$ cat config.mk
export PLATFORM = sky130hd
export DESIGN_NAME = fsk_demod
export DESIGN_NICKNAME = d
export VERILOG_FILES = /design/src/rtl/fsk_demod.sv
export SDC_FILE = /design/constraint.sdc
export NUM_CORES = 1
export LEC_CHECK = 0
export BUFFER_PORTS_ARGS = -buffer_cell sky130_fd_sc_hd__buf_2
export CORE_UTILIZATION = 45
export CTS_CLUSTER_DIAMETER = 50
export DETAILED_ROUTE_END_ITERATION = 10
export GPL_TIMING_DRIVEN = 0
export SLEW_MARGIN = 10
export SYNTH_ARGS = -nofsm -noshare
export SYNTH_HDL_FRONTEND = slang
export SYNTH_SLANG_ARGS = --single-unit
$ cat constraint.sdc
create_clock -name clk -period 2.4 [get_ports clk]
set_input_delay 0.24 -clock clk [delete_from_list [all_inputs] [get_ports clk]]
set_output_delay 0.24 -clock clk [all_outputs]
set_load 0.1 [all_outputs]
$ cat src/rtl/fsk_demod.sv
module fsk_demod #(
  parameter int CLK_HZ        = 1_000_000,
  parameter int BELL_HI_SPACE = 2025,
  parameter int BELL_HI_MARK  = 2225,
  parameter int BELL_LO_SPACE = 1070,
  parameter int BELL_LO_MARK  = 1270,
  parameter int V21_HI_SPACE  = 1850,
  parameter int V21_HI_MARK   = 1650,
  parameter int V21_LO_SPACE  = 1180,
  parameter int V21_LO_MARK   = 980
) (
  input  logic clk,
  input  logic rst,
  input  logic rx_bit,
  input  logic v21_sel,
  input  logic orig_mode,
  input  logic loopback,
  input  logic carrier_ok,
  output logic rxd
);

  function automatic int hp(int f);
    return CLK_HZ / (2 * f);
  endfunction

  function automatic int mx(int a, int b);
    return (a > b) ? a : b;
  endfunction

  localparam int BH_THR = (hp(BELL_HI_SPACE) + hp(BELL_HI_MARK)) / 2;
  localparam int BL_THR = (hp(BELL_LO_SPACE) + hp(BELL_LO_MARK)) / 2;
  localparam int VH_THR = (hp(V21_HI_SPACE) + hp(V21_HI_MARK)) / 2;
  localparam int VL_THR = (hp(V21_LO_SPACE) + hp(V21_LO_MARK)) / 2;
  localparam int BH_LIM = 2 * mx(hp(BELL_HI_SPACE), hp(BELL_HI_MARK));
  localparam int BL_LIM = 2 * mx(hp(BELL_LO_SPACE), hp(BELL_LO_MARK));
  localparam int VH_LIM = 2 * mx(hp(V21_HI_SPACE), hp(V21_HI_MARK));
  localparam int VL_LIM = 2 * mx(hp(V21_LO_SPACE), hp(V21_LO_MARK));
  localparam int LIM_MAX = mx(mx(BH_LIM, BL_LIM), mx(VH_LIM, VL_LIM));
  localparam int CW = $clog2(LIM_MAX + 2) + 1;
  localparam logic [CW-1:0] CNT_MAX = '1;

  logic          s1, s2, s3;
  logic [CW-1:0] cnt;
  logic          bit_q;
  logic [CW-1:0] thr, lim;
  logic          edge_seen, take, is_mark, band_hi;

  assign band_hi   = orig_mode ^ loopback;
  assign edge_seen = s2 ^ s3;

  always_comb begin
    unique case ({v21_sel, band_hi})
      2'b01:   begin thr = CW'(BH_THR); lim = CW'(BH_LIM); end
      2'b00:   begin thr = CW'(BL_THR); lim = CW'(BL_LIM); end
      2'b11:   begin thr = CW'(VH_THR); lim = CW'(VH_LIM); end
      default: begin thr = CW'(VL_THR); lim = CW'(VL_LIM); end
    endcase
  end

  assign is_mark = v21_sel ? (cnt > thr) : (cnt < thr);
  assign take    = edge_seen && (cnt <= lim);
  assign rxd     = carrier_ok ? bit_q : 1'b1;

  always_ff @(posedge clk) begin
    if (rst) begin
      s1    <= 1'b0;
      s2    <= 1'b0;
      s3    <= 1'b0;
      cnt   <= CNT_MAX;
      bit_q <= 1'b1;
    end else begin
      s1 <= rx_bit;
      s2 <= s1;
      s3 <= s2;
      if (edge_seen)
        cnt <= CW'(1);
      else if (cnt != CNT_MAX)
        cnt <= cnt + CW'(1);
      if (take)
        bit_q <= is_mark;
    end
  end

  AST_DECIDE_ON_EDGE: assert property (@(posedge clk) disable iff (rst)
    !edge_seen |=> $stable(bit_q));

  AST_NOISE_DROP: assert property (@(posedge clk) disable iff (rst)
    (edge_seen && cnt > lim) |=> $stable(bit_q));

  AST_FALL_NEEDS_CARRIER: assert property (@(posedge clk) disable iff (rst)
    $fell(rxd) |-> carrier_ok);

  AST_RXD_CAUSE: assert property (@(posedge clk) disable iff (rst)
    (carrier_ok && $past(carrier_ok) && rxd != $past(rxd)) |-> $past(take));

endmodule

==> metrics <==
cell count after placement=between 150 and 200; diode count=0; postcts setup bufs=0; startpoint class of the critical path=primary input; Max Cap Violations=0; fin cells=168; fmax=between 400 and 500 MHz; Syn Inst Count=about 130; row cnt=17; GPL Wtd Cong=roughly 0.8; Hold Path Sink=s3; crit path time final=around 2.2 ns; largest net degree at the start of global routing=11; HP Start=rst; slowest stage delay, CP=roughly 0.34 ns; antenna viol nets, final=0; worst r2r src=cnt[2]; Lkg Pwr=approximately 0.00055 µW; RSZ-0062 raised after global routing=false; Die Y=52.2 µm; Psw=roughly 560 µW; relative slew slack=a little under three fifths; post-cts hold buffer count=0; Post-synth EDFFs=0; worst min path class=in -> reg; area leader, netlist=dfxtp_1; wire length per cell=between 10 and 15 µm; P&R area growth vs syn=8.48%; reg2reg end=bit_q; Port Buf Inserts=7; GR Util met3=5.22%; share of layout cells above drive strength 1=between 10 and 15%; Final Hold Fails=0; Ports=8; grt met2 use=between 30% and 40%; die area=roughly 2700 µm²; M1 GR Usage=roughly a quarter; DRC Markers=0; Final Slew Violations=0; Comb pwr share=around 55%; iteration count of the initial detailed-routing pass=4; final setup TNS=0 ns; share of the synthesized area in the top cell type=26.4%; fin nets=164; clock buffer count from CTS=3; Vias=a little over 900; Clock Sinks=15; Syn Nets=152; initial DRC count=14; Setup Crit Path Kind=in -> reg; hold path depth=2; critical-path maximum fanout=4; Syn Area/Cell=about 9 µm²; Routed WL=about 2300 µm; CP arrival=about 2.4 ns; clock tree buffer depth=2; Die X=between 50 and 60 µm; top cells by area, synth=dfxtp_1 26%, ha_1 18%, o21ai_0 5.7%; Pint=just under 700 µW; # setup viols final=0; Starting Density=around half; vias per inst=roughly 5.6; Post-synth top flop=dfxtp_1; slowest cell on the critical path=o311a_1; Reg power frac=about 34%; worst skew pair latency=approximately 0.28 ns; PD cells=1020 nW/µm²; initial antenna violation count=0; Top Usage Layer GRT=met2; cell mode on critical path=ha_1; register bit total from synthesis=15; first-pass GRT wire length=3920 µm; Crit. End Element=flip-flop; status=finished clean; Cell variety after synth=37; clock root buffer=clkbuf_4; Reg clk slew, reported paths=0.08 ns; Tightest Pin Transition=0.643 ns; TritonCTS clock tree=done; post-CTS sizing=0; post-synthesis cell area=1140 µm²; H-tree levels=1; clock share of power=around 11%; utilization of the core after routing=between 50% and 60%; number of global-route vias before repair=just under 900; Synth Warn #=0; DPL Wire Length=about 1800 µm; Worst EP required=~2.6 ns; core area=approximately 2300 µm²; period utilisation layout=89.7%; Worst R2R Setup Slack=around 0.55 ns; Layout Skew=between 0.001 and 0.0015 ns; Async SR Flop Fraction=0%; worst-case reg-to-reg path depth=6; register area share after synthesis=a little over a quarter; Max IR drop VDD=about 760 µV; total gr overflow=0; worst path cell trace=buf_2 -> xor2_1 -> inv_1 -> ha_1 -> ha_1 -> nand3_1 -> o21a_1 -> o311a_1 -> mux2_4 -> o211ai_2; total track usage=19.5%; Switching Share=about 45%
[synth_stat cells, drive strengths merged, types with 2 or more instances]
cell   instances
mux2i          2
nor2b          4
nor2           4
a31o           2
xnor2          5
and3b          2
nor4           3
o311a          2
dfxtp         15
o21ai         13
a21oi          4
buf            2
inv            8
nand2          9
nand3          9
ha            16
xor2           8
nand4          3
nor3           4
[kinds of logic after synthesis]
group                      share of synthesized area [%]
and+or+nand+nor                                     20.9
AOI/OAI and AO/OA                                   16.9
adders and majority gates                           17.6
DFF                                                 26.4
xor gates and xnor gates                            10.7
buffers and inverters                               4.40
muxes                                               3.08
[worst max path at each step]
stage,cells after the start,startpoint,to,slack (ns)
CTS,10,loopback,bit_q,0.23
floorplan,9,loopback,bit_q,0.27
global placement,10,loopback,bit_q,-0.02
detailed placement,10,loopback,bit_q,-0.05
global route,10,loopback,bit_q,0.13
finish,10,loopback,bit_q,0.25
[cells in the final DEF (no fill, tap or decap), drive strengths merged, types with 5 or more instances in the layout]
cell type	n
nand2	9
inv	8
xor2	8
ha	16
nand3	9
buf	9
clkbuf	5
dfxtp	15
o21ai	13
xnor2	5
[per-layer routing]
metal / vias up / wire length [µm]
li1: 487 / -
met1: 438 / 1210
met2: 8 / 1010
met3: 0 / 58
met4: 0 / 0
met5: - / 0
[worst max-delay path: cells and delay by family]
family          cells  cell delay [ns]
fa+ha+maj           2             0.49
mux                 1             0.31
buf+inv             2             0.25
compound gates      3             0.66
xor+xnor            1             0.29
simple gates        1             0.12
[per-stage QoR]
step	total power [µW]	area (µm²)	hold slack (ns)	worst slack [ns]
after floorplan	969	1140	0.312	0.267
after global placement	1100	1210	0.416	-0.0203
after detailed placement	1110	1210	0.437	-0.0514
after CTS	1260	1230	0.145	0.234
after global routing	1380	1230	0.154	0.130
final	1250	1230	0.152	0.247
[sequential cells by signal (all words and copies together) (netlist names)]
signal / cells
cnt: 11
bit_q: 1
s1: 1
s2: 1
s3: 1
[layout make-up]
| class | instances | area [µm²] |
|---|---|---|
| sequential | 15 | 300 |
| multi-input combinational | 103 | 786 |
| clock buffer | 4 | 26.3 |
| fill | 235 | 1060 |
| inverter | 8 | 30.0 |
| buffer | 3 | 20.0 |
| tap | 28 | 35.0 |
| timing repair buffer | 7 | 35.0 |
[power groups by stage]
stage / Combinational (µW) / Sequential, µW / Clock, µW
finish: 688 / 425 / 141
floorplan: 570 / 399 / 0
global placement: 671 / 429 / 0
CTS: 692 / 423 / 146
global route: 785 / 435 / 159
detailed placement: 683 / 429 / 0
Note: power is estimated with default switching activity, not from simulation.
